--- config.mk ---
export PLATFORM = sky130hd
export DESIGN_NAME = ipi_send_dispatch
export DESIGN_NICKNAME = d
export VERILOG_FILES = /design/src/rtl/ipi_disp_pkg.sv /design/src/rtl/ipi_cmd_decode.sv /design/src/rtl/ipi_vec_onehot.sv /design/src/rtl/ipi_core_port.sv /design/src/rtl/ipi_send_dispatch.sv
export SDC_FILE = /design/constraint.sdc
export NUM_CORES = 1
export LEC_CHECK = 0
export CAP_MARGIN = 20
export CORE_MARGIN = 2
export CORE_UTILIZATION = 50
export CTS_BUF_LIST = sky130_fd_sc_hd__clkbuf_8
export CTS_CLUSTER_DIAMETER = 30
export CTS_CLUSTER_SIZE = 16
export DETAILED_ROUTE_END_ITERATION = 10
export GPL_TIMING_DRIVEN = 0
export HOLD_SLACK_MARGIN = 0.1
export PLACE_DENSITY = 0.82
export SLEW_MARGIN = 20
export SYNTH_ARGS = -nofsm -noshare
export SYNTH_HDL_FRONTEND = slang
export SYNTH_HIERARCHICAL = 1
export SYNTH_SLANG_ARGS = --single-unit
--- constraint.sdc ---
create_clock -name clk -period 2.39 [get_ports clk]
set_input_delay 0.478 -clock clk [delete_from_list [all_inputs] [get_ports clk]]
set_output_delay 0.478 -clock clk [all_outputs]
set_load 0.01 [all_outputs]
--- src/rtl/ipi_disp_pkg.sv ---
package ipi_disp_pkg;

    // Command field layout (fixed by the command format)
    localparam int TGT_LSB  = 16;
    localparam int TGT_W    = 10;
    localparam int VEC_LSB  = 0;
    localparam int VEC_W    = 5;
    localparam int MASK_W   = 1 << VEC_W;
    localparam int CMD_W    = 32;
    localparam int MAX_CORES = 1 << TGT_W;

    typedef logic [CMD_W-1:0]  cmd_t;
    typedef logic [TGT_W-1:0]  tgt_t;
    typedef logic [VEC_W-1:0]  vec_t;
    typedef logic [MASK_W-1:0] mask_t;

    typedef enum logic [1:0] {
        RSP_IDLE   = 2'd0,
        RSP_SET    = 2'd1,
        RSP_DECERR = 2'd2
    } rsp_kind_t;

    typedef struct packed {
        rsp_kind_t kind;
        tgt_t      tgt;
        vec_t      vec;
    } dec_cmd_t;

    function automatic tgt_t get_tgt(input cmd_t c);
        return c[TGT_LSB +: TGT_W];
    endfunction

    function automatic vec_t get_vec(input cmd_t c);
        return c[VEC_LSB +: VEC_W];
    endfunction

    function automatic mask_t vec_to_mask(input vec_t v);
        mask_t m;
        for (int b = 0; b < MASK_W; b++) begin
            m[b] = (vec_t'(b) == v);
        end
        return m;
    endfunction

endpackage

--- src/rtl/ipi_cmd_decode.sv ---
module ipi_cmd_decode
    import ipi_disp_pkg::*;
#(
    parameter int NUM_CORES = 4
) (
    input  logic     cmd_valid,
    input  cmd_t     cmd_data,
    output dec_cmd_t dec
);
    tgt_t tgt;
    logic in_range;

    always_comb begin
        tgt      = get_tgt(cmd_data);
        in_range = (32'(tgt) < 32'(NUM_CORES));
        dec.tgt  = tgt;
        dec.vec  = get_vec(cmd_data);
        if (!cmd_valid) begin
            dec.kind = RSP_IDLE;
        end else if (in_range) begin
            dec.kind = RSP_SET;
        end else begin
            dec.kind = RSP_DECERR;
        end
    end

endmodule

--- src/rtl/ipi_vec_onehot.sv ---
module ipi_vec_onehot
    import ipi_disp_pkg::*;
(
    input  vec_t  vec,
    output mask_t mask
);
    always_comb begin
        mask = vec_to_mask(vec);
    end
endmodule

--- src/rtl/ipi_core_port.sv ---
module ipi_core_port
    import ipi_disp_pkg::*;
#(
    parameter int CORE_IDX = 0
) (
    input  logic      clk,
    input  logic      rst,
    input  rsp_kind_t kind,
    input  tgt_t      tgt,
    input  mask_t     mask,
    output logic      set_valid,
    output mask_t     set_mask
);
    localparam tgt_t MY_ID = tgt_t'(CORE_IDX);

    logic hit;

    always_comb begin
        hit = (kind == RSP_SET) && (tgt == MY_ID);
    end

    always_ff @(posedge clk) begin
        if (rst) begin
            set_valid <= 1'b0;
            set_mask  <= '0;
        end else begin
            set_valid <= hit;
            set_mask  <= hit ? mask : '0;
        end
    end
endmodule

--- src/rtl/ipi_send_dispatch.sv ---
module ipi_send_dispatch
    import ipi_disp_pkg::*;
#(
    parameter int NUM_CORES = 4
) (
    input  logic                        clk,
    input  logic                        rst,
    input  logic                        cmd_valid,
    input  logic [31:0]                 cmd_data,
    output logic                        dec_err,
    output logic [NUM_CORES-1:0]        set_valid,
    output logic [NUM_CORES*32-1:0]     set_mask
);
    localparam int MASK_BITS = NUM_CORES * MASK_W;

    // core count range check at elaboration
    generate
        if (NUM_CORES < 1 || NUM_CORES > MAX_CORES) begin : g_bad_count
            $error("NUM_CORES must lie between 1 and 1024");
        end
    endgenerate

    dec_cmd_t dec;
    mask_t    onehot;

    ipi_cmd_decode #(.NUM_CORES(NUM_CORES)) u_dec (
        .cmd_valid (cmd_valid),
        .cmd_data  (cmd_data),
        .dec       (dec)
    );

    ipi_vec_onehot u_oh (
        .vec  (dec.vec),
        .mask (onehot)
    );

    logic [MASK_BITS-1:0] mask_bus;

    for (genvar i = 0; i < NUM_CORES; i++) begin : g_core
        ipi_core_port #(.CORE_IDX(i)) u_port (
            .clk       (clk),
            .rst       (rst),
            .kind      (dec.kind),
            .tgt       (dec.tgt),
            .mask      (onehot),
            .set_valid (set_valid[i]),
            .set_mask  (mask_bus[i*MASK_W +: MASK_W])
        );
    end

    assign set_mask = mask_bus;

    always_ff @(posedge clk) begin
        if (rst) begin
            dec_err <= 1'b0;
        end else begin
            dec_err <= (dec.kind == RSP_DECERR);
        end
    end

endmodule

==> summary.md, run 1 <==
| Metric | Value |
|---|---|
| Library cells used by synthesis | `24` |
| Synth Instances | `552` |
| Post-Syn Area | `6280 um^2` |
| Top-area cell type share of the netlist area | `0.424` |
| Num ports | `168` |
| Hold_sp | `cmd_data[17]` |
| Placement Cell Area | `7930 um^2` |
| Die area | `roughly 13000 um^2` |
| Total CTS buffers | `17` |
| Number of antenna violations at the first check in global routing | `0` |
| Crit end category | `flip-flop` |
| IO Port Bufs | `143` |
| Synth top area cells | `dfxtp_1 42%, nor4_2 24%, nand3b_1 8.0%, or3b_2 4.5%, buf_12 3.8%` |
| DRC violations left | `0` |
| Max-cap violations | `0` |
| Post-route cell area | `8430 um^2` |
| Global-route wire length before repair | `25600 um` |
| Most frequent cells in the layout | `141 x clkdlybuf4s50_1, 133 x dfxtp_1, 119 x nor4_2` |
| Fin nets | `750` |
| Row cnt | `40` |
| CP max FO | `10` |
| TritonRoute pass-1 iters | `6` |
| Post-route ant nets | `0` |
| Max VDD drop | `0.000534 V` |
| Place WS | `-0.494 ns` |
| Synth area leader | `dfxtp_1` |
| All-Layer GR Usage | `0.254` |
| Hold endpoint | `g_core[1].u_port/set_mask[27]` |
| Area Overhead vs Synth | `34.2%` |
| Startpoint types | `input port` |
| Post-synthesis sequential area ratio | `0.424` |
| Vias in the first global route | `4809` |
| P per Cell Area | `550 nW/um^2` |
| Crit path kind | `input port to flip-flop` |
| Fin. max-slew vios | `0` |
| Hold slack final | `around 0.43 ns` |
| Longest Clk Path Bufs | `2` |
| Syn_area_per_cell | `11.4 um^2` |
| Placeable Area | `12200 um^2` |
| Buf+Inv Stages, Crit Path | `3` |
| CTS tree | `built` |
| Number of vias per cell | `5.64` |
| Yosys warning count | `6` |
| Post-layout min period | `around 2.3 ns` |
| Outcome | `complete, no violations` |
| Share of layout cells above drive strength 1 | `0.337` |
| Leak pwr | `2.41 nW` |
| Final HPWL DP | `about 12000 um` |
| Final wirelength | `17100 um` |
| Syn_nets | `587` |
| Die Y | `116 um` |
| Max_slew headroom | `0.532` |
| Antenna cells | `0` |
| Vias | `5053` |
| Pin count of the biggest net entering global routing | `17` |
| Worst Hold Depth | `3` |
| Required time worst endpoint | `2.73 ns` |
| Slew of the pin with the lowest slew margin | `0.702 ns` |
| Stages on the worst setup path | `7` |
| Crit-path leading delay family | `simple AND/OR/NAND/NOR gates` |
| Initial core utilization | `0.517` |
| Crit path launch | `cmd_data[19]` |
| Fmax | `0.428 GHz` |
| FF+latch count, synth | `133` |
| CTS Root Cell | `clkbuf_8` |
| Worst path slowest cell | `clkdlybuf4s50_1` |
| Final setup vio count | `0` |
| Hold/Removal Path Class | `input port to flip-flop` |
| PnR worst setup slack | `0.0558 ns` |
| Arrival time of the worst setup path | `2.67 ns` |
| Tcrit/Tclk final | `0.977` |
| Avg WL per Cell | `19.0 um` |
| Leading cell type in the layout, fill and taps excluded | `clkdlybuf4s50_1` |
| Gpl congestion | `0.922` |
| Clk slew on worst S/H paths | `0.08 ns` |
| Initial DRC count | `452` |
| Sink Count | `between 100 and 150` |
| Cell Chain, Critical Path | `clkdlybuf4s50_1 > nor4_4 > and3_4 > or4b_1 > buf_2 > buf_6 > nor4_2` |
| Hold Fails Final Rpt | `0` |
| Crit-path max cell delay | `0.47 ns` |
| H-tree lvl count | `4` |
| GRT Residual Overflow | `0` |
| Fillers | `roughly 910` |
| Horiz. Die Dim | `116 um` |
[worst min-delay path: stages]
cell and delay, ns:
buf_4 0.18, nand3b_1 0.13, nor4_1 0.04
[flip-flops by register name, summed over array words and instances (netlist names)]
name	flops
dec_err	1
g_core.u_port/set_mask	128
g_core.u_port/set_valid	4
[cells by family (layout without fill, tap and decap cells)]
group / count (synthesis) / count (layout) / share of synthesized area
AOI/OAI and AO/OA: 1 / 1 / 0.00120
buffers and inverters: 94 / 270 / 0.116
DFF: 133 / 133 / 0.424
and+or+nand+nor: 324 / 324 / 0.459
[final cells by class]
cell class                      instances  area [um^2]  area share
Multi-Input combinational cell        325         2930       0.347
Clock buffer                           18          248      0.0294
Timing Repair Buffer                  144         1440       0.171
Tap cell                              168          210      0.0249
Clock inverter                         14          208      0.0246
Sequential cell                       133         2660       0.316
Buffer                                 94          732      0.0868
[through the flow]
step | cells | setup TNS (ns) | utilization | power, mW
2_1_floorplan | 552 | 0 | - | 2.49
3_3_place_gp | 863 | -35.04 | 0.652 | 2.55
3_5_place_dp | 863 | -49.73 | 0.652 | 2.57
4_1_cts | 895 | 0 | 0.689 | 4.65
5_1_grt | 896 | -0.00107 | 0.693 | 4.78
6_report | 896 | 0 | 0.693 | 4.63
[worst max path at each step]
| stage | endpoint |
|---|---|
| 2_1_floorplan | g_core[0].u_port/set_mask[0] |
| 3_3_place_gp | g_core[0].u_port/set_mask[16] |
| 3_5_place_dp | g_core[0].u_port/set_mask[16] |
| 4_1_cts | g_core[0].u_port/set_mask[16] |
| 5_1_grt | g_core[0].u_port/set_mask[21] |
| 6_report | g_core[1].u_port/set_mask[23] |
[per-layer routing]
| metal | up-vias | GRT usage | wire length, um |
|---|---|---|---|
| met5 | - | 0 | 0 |
| met4 | 0 | 0.110 | 446 |
| met3 | 36 | 0.0540 | 1060 |
| met2 | 249 | 0.433 | 8710 |
| met1 | 2422 | 0.311 | 6850 |
| li1 | 2346 | - | - |
[synth_stat cells]
cell / number
and3_1: 1
or4_4: 4
or3_1: 5
buf_2: 4
nor4_1: 11
buf_6: 16
nor3b_2: 1
a21boi_0: 1
or2_2: 1
nand3b_1: 67
or3b_4: 3
dfxtp_1: 133
or4b_1: 4
clkbuf_1: 41
buf_1: 6
nor4_2: 122
nor4b_1: 1
buf_4: 15
nand2_1: 2
buf_12: 12
nand2b_1: 4
nor2_1: 33
nand3_1: 33
or3b_2: 32
[power breakdown]
part / total (mW) / internal, mW / switching, mW / leakage, nW
clock network: 2.11 / 1.26 / 0.845 / 0.228
registers: 2.22 / 2.22 / 0.000263 / 1.07
logic: 0.312 / 0.111 / 0.201 / 1.11
total: 4.63 / 3.59 / 1.05 / 2.41
[what timing repair did]
item	CTS	global route
buffers inserted	0	1
setup endpoints to repair	1	34
resized for setup	1	9
pin swaps	0	3
hold buffers	0	0
Note: power is estimated with default switching activity, not from simulation.
==> run 2, diff against run 1 <==
--- a/config.mk
+++ b/config.mk
@@ -16,5 +16,4 @@
 export HOLD_SLACK_MARGIN = 0.1
 export PLACE_DENSITY = 0.82
-export SLEW_MARGIN = 20
 export SYNTH_ARGS = -nofsm -noshare
 export SYNTH_HDL_FRONTEND = slang
==> constraint.sdc (replaced) <==
create_clock -name clk -period 2.39 [get_ports clk]
set_input_delay 0.478 -clock clk [delete_from_list [all_inputs] [get_ports clk]]
set_output_delay 0.478 -clock clk [all_outputs]
set_load 0.005 [all_outputs]
==> results of run 2 <==
Same layout as run 1 (identical final DEF). Status: complete, no violations.
